--- src/rtl/muldiv_pkg.sv ---
package muldiv_pkg;
  typedef enum logic [2:0] {
    MD_MULS  = 3'd0,
    MD_MULU  = 3'd1,
    MD_DIVS  = 3'd2,
    MD_DIVU  = 3'd3,
    MD_SETHI = 3'd4,
    MD_SETLO = 3'd5
  } md_op_e;
endpackage

--- src/rtl/md_mul.sv ---
module md_mul #(
  parameter int W   = 32,
  parameter int LAT = 2
) (
  input  logic           clk,
  input  logic           rst,
  input  logic           go,
  input  logic           sgn,
  input  logic [W-1:0]   a,
  input  logic [W-1:0]   b,
  output logic           busy,
  output logic           done,
  output logic [2*W-1:0] prod
);
  localparam int CW = $clog2(LAT + 1);

  logic           act_q;
  logic [CW-1:0]  cnt_q;
  logic [2*W-1:0] ax_q, bx_q;

  always_ff @(posedge clk) begin
    if (rst) begin
      act_q <= 1'b0;
      cnt_q <= '0;
      ax_q  <= '0;
      bx_q  <= '0;
    end else if (go) begin
      act_q <= 1'b1;
      cnt_q <= CW'(LAT - 1);
      ax_q  <= {{W{sgn & a[W-1]}}, a};
      bx_q  <= {{W{sgn & b[W-1]}}, b};
    end else if (act_q) begin
      if (cnt_q == '0) act_q <= 1'b0;
      else             cnt_q <= cnt_q - 1'b1;
    end
  end

  // Low 2W bits of the product of the extended operands are exact for both signednesses.
  assign prod = ax_q * bx_q;
  assign busy = act_q;
  assign done = act_q && (cnt_q == '0);

  // the top never launches the multiplier while it is running
  a_r11_mul_go_idle: assert property (@(posedge clk) disable iff (rst) go |-> !act_q);
endmodule

--- src/rtl/md_div.sv ---
module md_div #(
  parameter int W = 32
) (
  input  logic         clk,
  input  logic         rst,
  input  logic         go,
  input  logic         sgn,
  input  logic [W-1:0] a,
  input  logic [W-1:0] b,
  output logic         busy,
  output logic         done,
  output logic [W-1:0] quot,
  output logic [W-1:0] rmdr
);
  localparam int CW = $clog2(W + 1);

  logic          act_q, negq_q, negr_q, zero_q, sgn_q;
  logic [CW-1:0] cnt_q;
  logic [W-1:0]  rem_q, quo_q, dvs_q, dvd_q;

  logic          a_neg, b_neg;
  logic [W-1:0]  mag_a, mag_b;
  logic [W:0]    shifted;
  logic          ge;
  logic [W-1:0]  diff;

  assign a_neg   = sgn & a[W-1];
  assign b_neg   = sgn & b[W-1];
  assign mag_a   = a_neg ? (~a + 1'b1) : a;
  assign mag_b   = b_neg ? (~b + 1'b1) : b;
  assign shifted = {rem_q, quo_q[W-1]};
  assign ge      = shifted >= {1'b0, dvs_q};
  assign diff    = shifted[W-1:0] - dvs_q;

  always_ff @(posedge clk) begin
    if (rst) begin
      act_q  <= 1'b0;
      cnt_q  <= '0;
      rem_q  <= '0;
      quo_q  <= '0;
      dvs_q  <= '0;
      dvd_q  <= '0;
      negq_q <= 1'b0;
      negr_q <= 1'b0;
      zero_q <= 1'b0;
      sgn_q  <= 1'b0;
    end else if (go) begin
      act_q  <= 1'b1;
      cnt_q  <= CW'(W);
      rem_q  <= '0;
      quo_q  <= mag_a;
      dvs_q  <= mag_b;
      dvd_q  <= a;
      negq_q <= a_neg ^ b_neg;
      negr_q <= a_neg;
      zero_q <= (b == '0);
      sgn_q  <= sgn;
    end else if (act_q) begin
      if (cnt_q == '0) begin
        act_q <= 1'b0;
      end else begin
        // One restoring step: shift in the next dividend bit, subtract if it fits.
        rem_q <= ge ? diff : shifted[W-1:0];
        quo_q <= {quo_q[W-2:0], ge};
        cnt_q <= cnt_q - 1'b1;
      end
    end
  end

  always_comb begin
    if (zero_q) begin
      quot = (sgn_q && dvd_q[W-1]) ? W'(1) : '1;
      rmdr = dvd_q;
    end else begin
      quot = negq_q ? (~quo_q + 1'b1) : quo_q;
      rmdr = negr_q ? (~rem_q + 1'b1) : rem_q;
    end
  end

  assign busy = act_q;
  assign done = act_q && (cnt_q == '0);

  // magnitudes obey quotient*divisor + remainder = dividend at completion
  a_r4_div_identity: assert property (@(posedge clk) disable iff (rst)
    (done && !zero_q) |->
      ({{W{1'b0}}, quo_q} * {{W{1'b0}}, dvs_q} + {{W{1'b0}}, rem_q}) ==
      {{W{1'b0}}, (negr_q ? (~dvd_q + 1'b1) : dvd_q)});
  // remainder magnitude smaller than divisor magnitude
  a_r5_rem_bound: assert property (@(posedge clk) disable iff (rst)
    (done && !zero_q) |-> (rem_q < dvs_q));
  // the top never launches the divider while it is running
  a_r11_div_go_idle: assert property (@(posedge clk) disable iff (rst) go |-> !act_q);
endmodule

--- src/rtl/muldiv_hilo.sv ---
module muldiv_hilo
  import muldiv_pkg::*;
#(
  parameter int W       = 32,
  parameter int MUL_LAT = 2
) (
  input  logic         clk,
  input  logic         rst,
  input  logic         start,
  input  logic [2:0]   op,
  input  logic [W-1:0] opa,
  input  logic [W-1:0] opb,
  output logic         busy,
  output logic [W-1:0] hi,
  output logic [W-1:0] lo
);
  logic           accept, mul_go, div_go;
  logic           mul_busy, mul_done, div_busy, div_done;
  logic [2*W-1:0] prod;
  logic [W-1:0]   quot, rmdr;
  logic [W-1:0]   hi_q, lo_q;

  assign accept = start && !busy;
  assign mul_go = accept && (op == MD_MULS || op == MD_MULU);
  assign div_go = accept && (op == MD_DIVS || op == MD_DIVU);
  assign busy   = mul_busy | div_busy;

  md_mul #(.W(W), .LAT(MUL_LAT)) u_mul (
    .clk(clk), .rst(rst), .go(mul_go), .sgn(op == MD_MULS),
    .a(opa), .b(opb), .busy(mul_busy), .done(mul_done), .prod(prod)
  );

  md_div #(.W(W)) u_div (
    .clk(clk), .rst(rst), .go(div_go), .sgn(op == MD_DIVS),
    .a(opa), .b(opb), .busy(div_busy), .done(div_done),
    .quot(quot), .rmdr(rmdr)
  );

  always_ff @(posedge clk) begin
    if (rst) begin
      hi_q <= '0;
      lo_q <= '0;
    end else if (mul_done) begin
      hi_q <= prod[2*W-1:W];
      lo_q <= prod[W-1:0];
    end else if (div_done) begin
      hi_q <= rmdr;
      lo_q <= quot;
    end else if (accept && op == MD_SETHI) begin
      hi_q <= opa;
    end else if (accept && op == MD_SETLO) begin
      lo_q <= opa;
    end
  end

  assign hi = hi_q;
  assign lo = lo_q;

  // move-to-HI lands at the accepting edge and leaves LO and busy alone
  a_r9_sethi: assert property (@(posedge clk) disable iff (rst)
    (accept && op == MD_SETHI) |=> (hi == $past(opa) && $stable(lo) && !busy));
  // while busy, HI/LO move only at the completion edge
  a_r10_hold: assert property (@(posedge clk) disable iff (rst)
    (busy && !mul_done && !div_done) |=> ($stable(hi) && $stable(lo)));
  // both engines are never active together
  a_r10_one_engine: assert property (@(posedge clk) disable iff (rst)
    !(mul_busy && div_busy));
  // unused codes change nothing
  a_r12_badop: assert property (@(posedge clk) disable iff (rst)
    (accept && op[2:1] == 2'b11) |=> ($stable(hi) && $stable(lo) && !busy));
endmodule

--- config.mk ---
export PLATFORM = sky130hd
export DESIGN_NAME = muldiv_hilo
export DESIGN_NICKNAME = d
export VERILOG_FILES = /design/src/rtl/muldiv_pkg.sv /design/src/rtl/md_mul.sv /design/src/rtl/md_div.sv /design/src/rtl/muldiv_hilo.sv
export SDC_FILE = /design/constraint.sdc
export NUM_CORES = 2
export LEC_CHECK = 0
export BUFFER_PORTS_ARGS = -buffer_cell sky130_fd_sc_hd__buf_2
export CAP_MARGIN = 10
export CORE_UTILIZATION = 62
export DETAILED_ROUTE_END_ITERATION = 8
export HOLD_SLACK_MARGIN = 0.06
export PLACE_DENSITY = 0.79
export SYNTH_ARGS = -nofsm -noshare
export SYNTH_HDL_FRONTEND = slang
export SYNTH_SLANG_ARGS = --single-unit
--- constraint.sdc ---
create_clock -name clk -period 8.4 [get_ports clk]
set_input_delay 1.68 -clock clk [delete_from_list [all_inputs] [get_ports clk]]
set_output_delay 1.68 -clock clk [all_outputs]
set_load 0.01 [all_outputs]
==> results.cfg <==
[status]
run_status = completed

[sta]
timing.final.crit_share_pct = 96.74
final_hold_violations = 0
setup_viol_count_final = 0
skew_final_ns = 0.03210
timing.slew.headroom_pct = 17.67
worst_pin_slew_ns = 1.235
slew_viol_final = 0
fmax_mhz = 123.1
final.min_clock_period_ns = 8.126

[setup_path]
path_class = reg2reg
worst_setup_path_end_kind = register
startpoint_type = register
worst_reg2reg_setup_slack_ns = 0.27
worst_ep_required_time_ns = 8.91
arr_time_crit_path_ns = 8.64
cp_max_fo = 28

[finish]
ant_diodes = 0
drive_above_1_share_pct = 6.451
layout.cells.most_common = inv_1
finish.cell_count_without_fillers = 7402
layout.core_utilization_pct = 66.15
layout.nets = 7670
postLayoutCellArea_um2 = 57380
layout.cells.most_common_list = 1171 x inv_1, 1125 x fa_1, 911 x nand2_1
layout-area-overhead-vs-synth_pct = 5.746

[global_routing]
grt_first_pass_wirelength_um = 255100
grtUsageTotal_pct = 36.71
grt_antenna_before_repair = 4
grt-ovfl-total = 0
first_global_vias = 46050
grt_start_max_net_pins = 90

[clock_tree]
h-tree-depth = 1
worst_skew_pair.late_latency_ns = 0.60
cts_post_setup_buffers_inserted = 0
clock-root-buffer = clkbuf_16
worst_setup_hold_path_clk_slew_ns = 0.06
longest_clk_path_bufs = 3
clock_tree_from_tritoncts = done
cts_hold_buf = 0
tritoncts.num_buffers = 31
cts_sinks = 272

[place]
placedInstanceArea_um2 = 56280
io_buffers = 134
gp_congestion = 1.023
post-place-cells = 7345
place_hpwl_um = 127600

[pwr]
powerDensity_nw_per_um2 = 67.83
power_mw = 3.892
leakagePower_nw = 28.13
peakVddDrop_uv = 156.4

[synthesis]
yosysSeqAreaShare_pct = 10.03
synth.lib_cells_used.distinct = 88
synth_enable_flop_cells = 0
synth_warnings = 0
total_of_flip_flops_plus_latches_after_synthesis = 272
mappedNetlistNets = 7736
syn-instance-count = 6289
synth_area_um2 = 54270
synth_ff_type = dfxtp_1
synth.avg_cell_area_um2 = 8.629
postSynth.asyncResetShare_pct = 0

[floorplan]
dieArea_um2 = 88710
die_w_um = 297.8
i_o_pins = 135
floorplan.die.height_um = 297.8
floorplan.core_area_um2 = 86750
rows = 108
initial_utilization_pct = 62.55

[route]
wire_per_inst_um = 21.37
dr_total_vias = 43940
post_route_ant_nets = 0
drt-total-wl_um = 158100
detail_route.vias_per_cell = 5.936
detail_route.drc_violations = 0
detail_route.iter0.violations = 3843
drt_pass1_iterations = 6

[flow_run]
max_cap_violations = 0

[hold_path]
hold_path_class = reg2reg
worst max-delay path: stages (launching register included):
cell and delay, ns:
dfxtp_1 0.57, buf_4 0.41, and2_1 0.21, fa_1 0.45, fa_1 0.54, inv_1 0.05
fa_1 0.53, inv_1 0.05, fa_1 0.48, fa_1 0.64, fa_1 0.45, fa_1 0.49
inv_1 0.05, fa_1 0.51, inv_1 0.06, ha_1 0.29, a21oi_1 0.12, o21ai_0 0.32
a21oi_1 0.12, o211ai_1 0.32, a31oi_1 0.21, a21oi_1 0.21, and3b_1 0.24, or4b_1 0.47
a311oi_1 0.20
through the flow:
| step | hold slack (ns) | worst slack, ns | TNS (ns) |
|---|---|---|---|
| after floorplan | 0.4319 | 0.7538 | 0 |
| after global placement | 0.4406 | 0.2640 | 0 |
| after detailed placement | 0.4489 | 0.1294 | 0 |
| after CTS | 0.4572 | 0.07511 | 0 |
| after global routing | 0.4713 | -0.006557 | -0.008514 |
| final | 0.4563 | 0.2739 | 0 |
timing repair:
item / in CTS / in global routing
resized for setup: 0 / 24
setup endpoints to repair: 0 / 17
endpoints found under the hold margin: 0 / 0
where the power goes:
part,total [mW],switching [mW],internal (mW)
registers,1.44,0.0917,1.35
logic,1.02,0.668,0.355
clock network,1.43,0.604,0.822
cells by family (layout without fill, tap and decap cells):
logic type / count (synthesis) / count (layout) / synth area share (%)
AO/OA/AOI/OAI: 857 / 857 / 10.12
XOR/XNOR: 199 / 199 / 3.212
AND/OR/NAND/NOR: 1987 / 1987 / 17.73
adder cells (fa/ha/maj): 1377 / 1377 / 47.33
multiplexers: 41 / 41 / 0.7678
buffers and inverters: 1556 / 1514 / 10.82
flip-flops: 272 / 272 / 10.03
area by class of cell:
type                       count  area [µm²]
multi-input combinational   4461       43020
fill                        7130       29370
sequential                   272        5464
inverter                    1172        4403
timing repair buffer         285        2002
tap                         1155        1445
clock buffer                  41       873.3
clock inverter                16       175.2
layer usage:
layer  global-route usage, %  vias to the layer above  wire length [µm]
li1                        -                    19220                 -
met1                   49.02                    22060             61370
met2                   58.77                     2162             73250
met3                   6.177                      492             14280
met4                   17.07                        6              9205
met5                       0                        -                40
final timing paths:
| kind | start | endpoint | cells after the start |
|---|---|---|---|
| min | u_mul.bx_q[31] | u_mul.bx_q[31] | 2 |
| max | u_mul.ax_q[21] | hi[31] | 24 |
| max reg2reg | u_mul.ax_q[21] | hi[31] | 24 |
| min reg2reg | u_mul.bx_q[31] | u_mul.bx_q[31] | 2 |
synth_stat cells (all sizes together) (28+ instances only):
library cell,instances,area [µm²]
nand2,912,3423
mux2i,36,360.4
dfxtp,272,5445
a21oi,300,1501
nand3,40,200.2
o31ai,35,276.5
and2,555,3472
xnor2,105,919.6
a211oi,54,405.4
o21ai,159,795.8
nor2,227,857.1
nand2b,28,175.2
fa,1126,22540
xor2,94,823.3
nor3,55,290.3
o211ai,46,345.3
a21o,41,307.8
inv,1172,4399
a311oi,36,321.6
nor2b,36,225.2
ha,251,3141
clkbuf,364,1374
sequential cells by signal, indices dropped and copies added, names as in the netlist:
register / flops
u_div.dvs_q: 32
u_div.negr_q: 1
u_div.zero_q: 1
u_mul.cnt_q: 2
lo: 32
u_div.rem_q: 32
u_div.quo_q: 32
u_mul.busy: 1
u_div.busy: 1
u_mul.ax_q: 33
u_div.dvd_q: 32
u_mul.bx_q: 33
u_div.negq_q: 1
u_div.cnt_q: 6
u_div.sgn_q: 1
hi: 32
(Power assumes the default switching activity.)
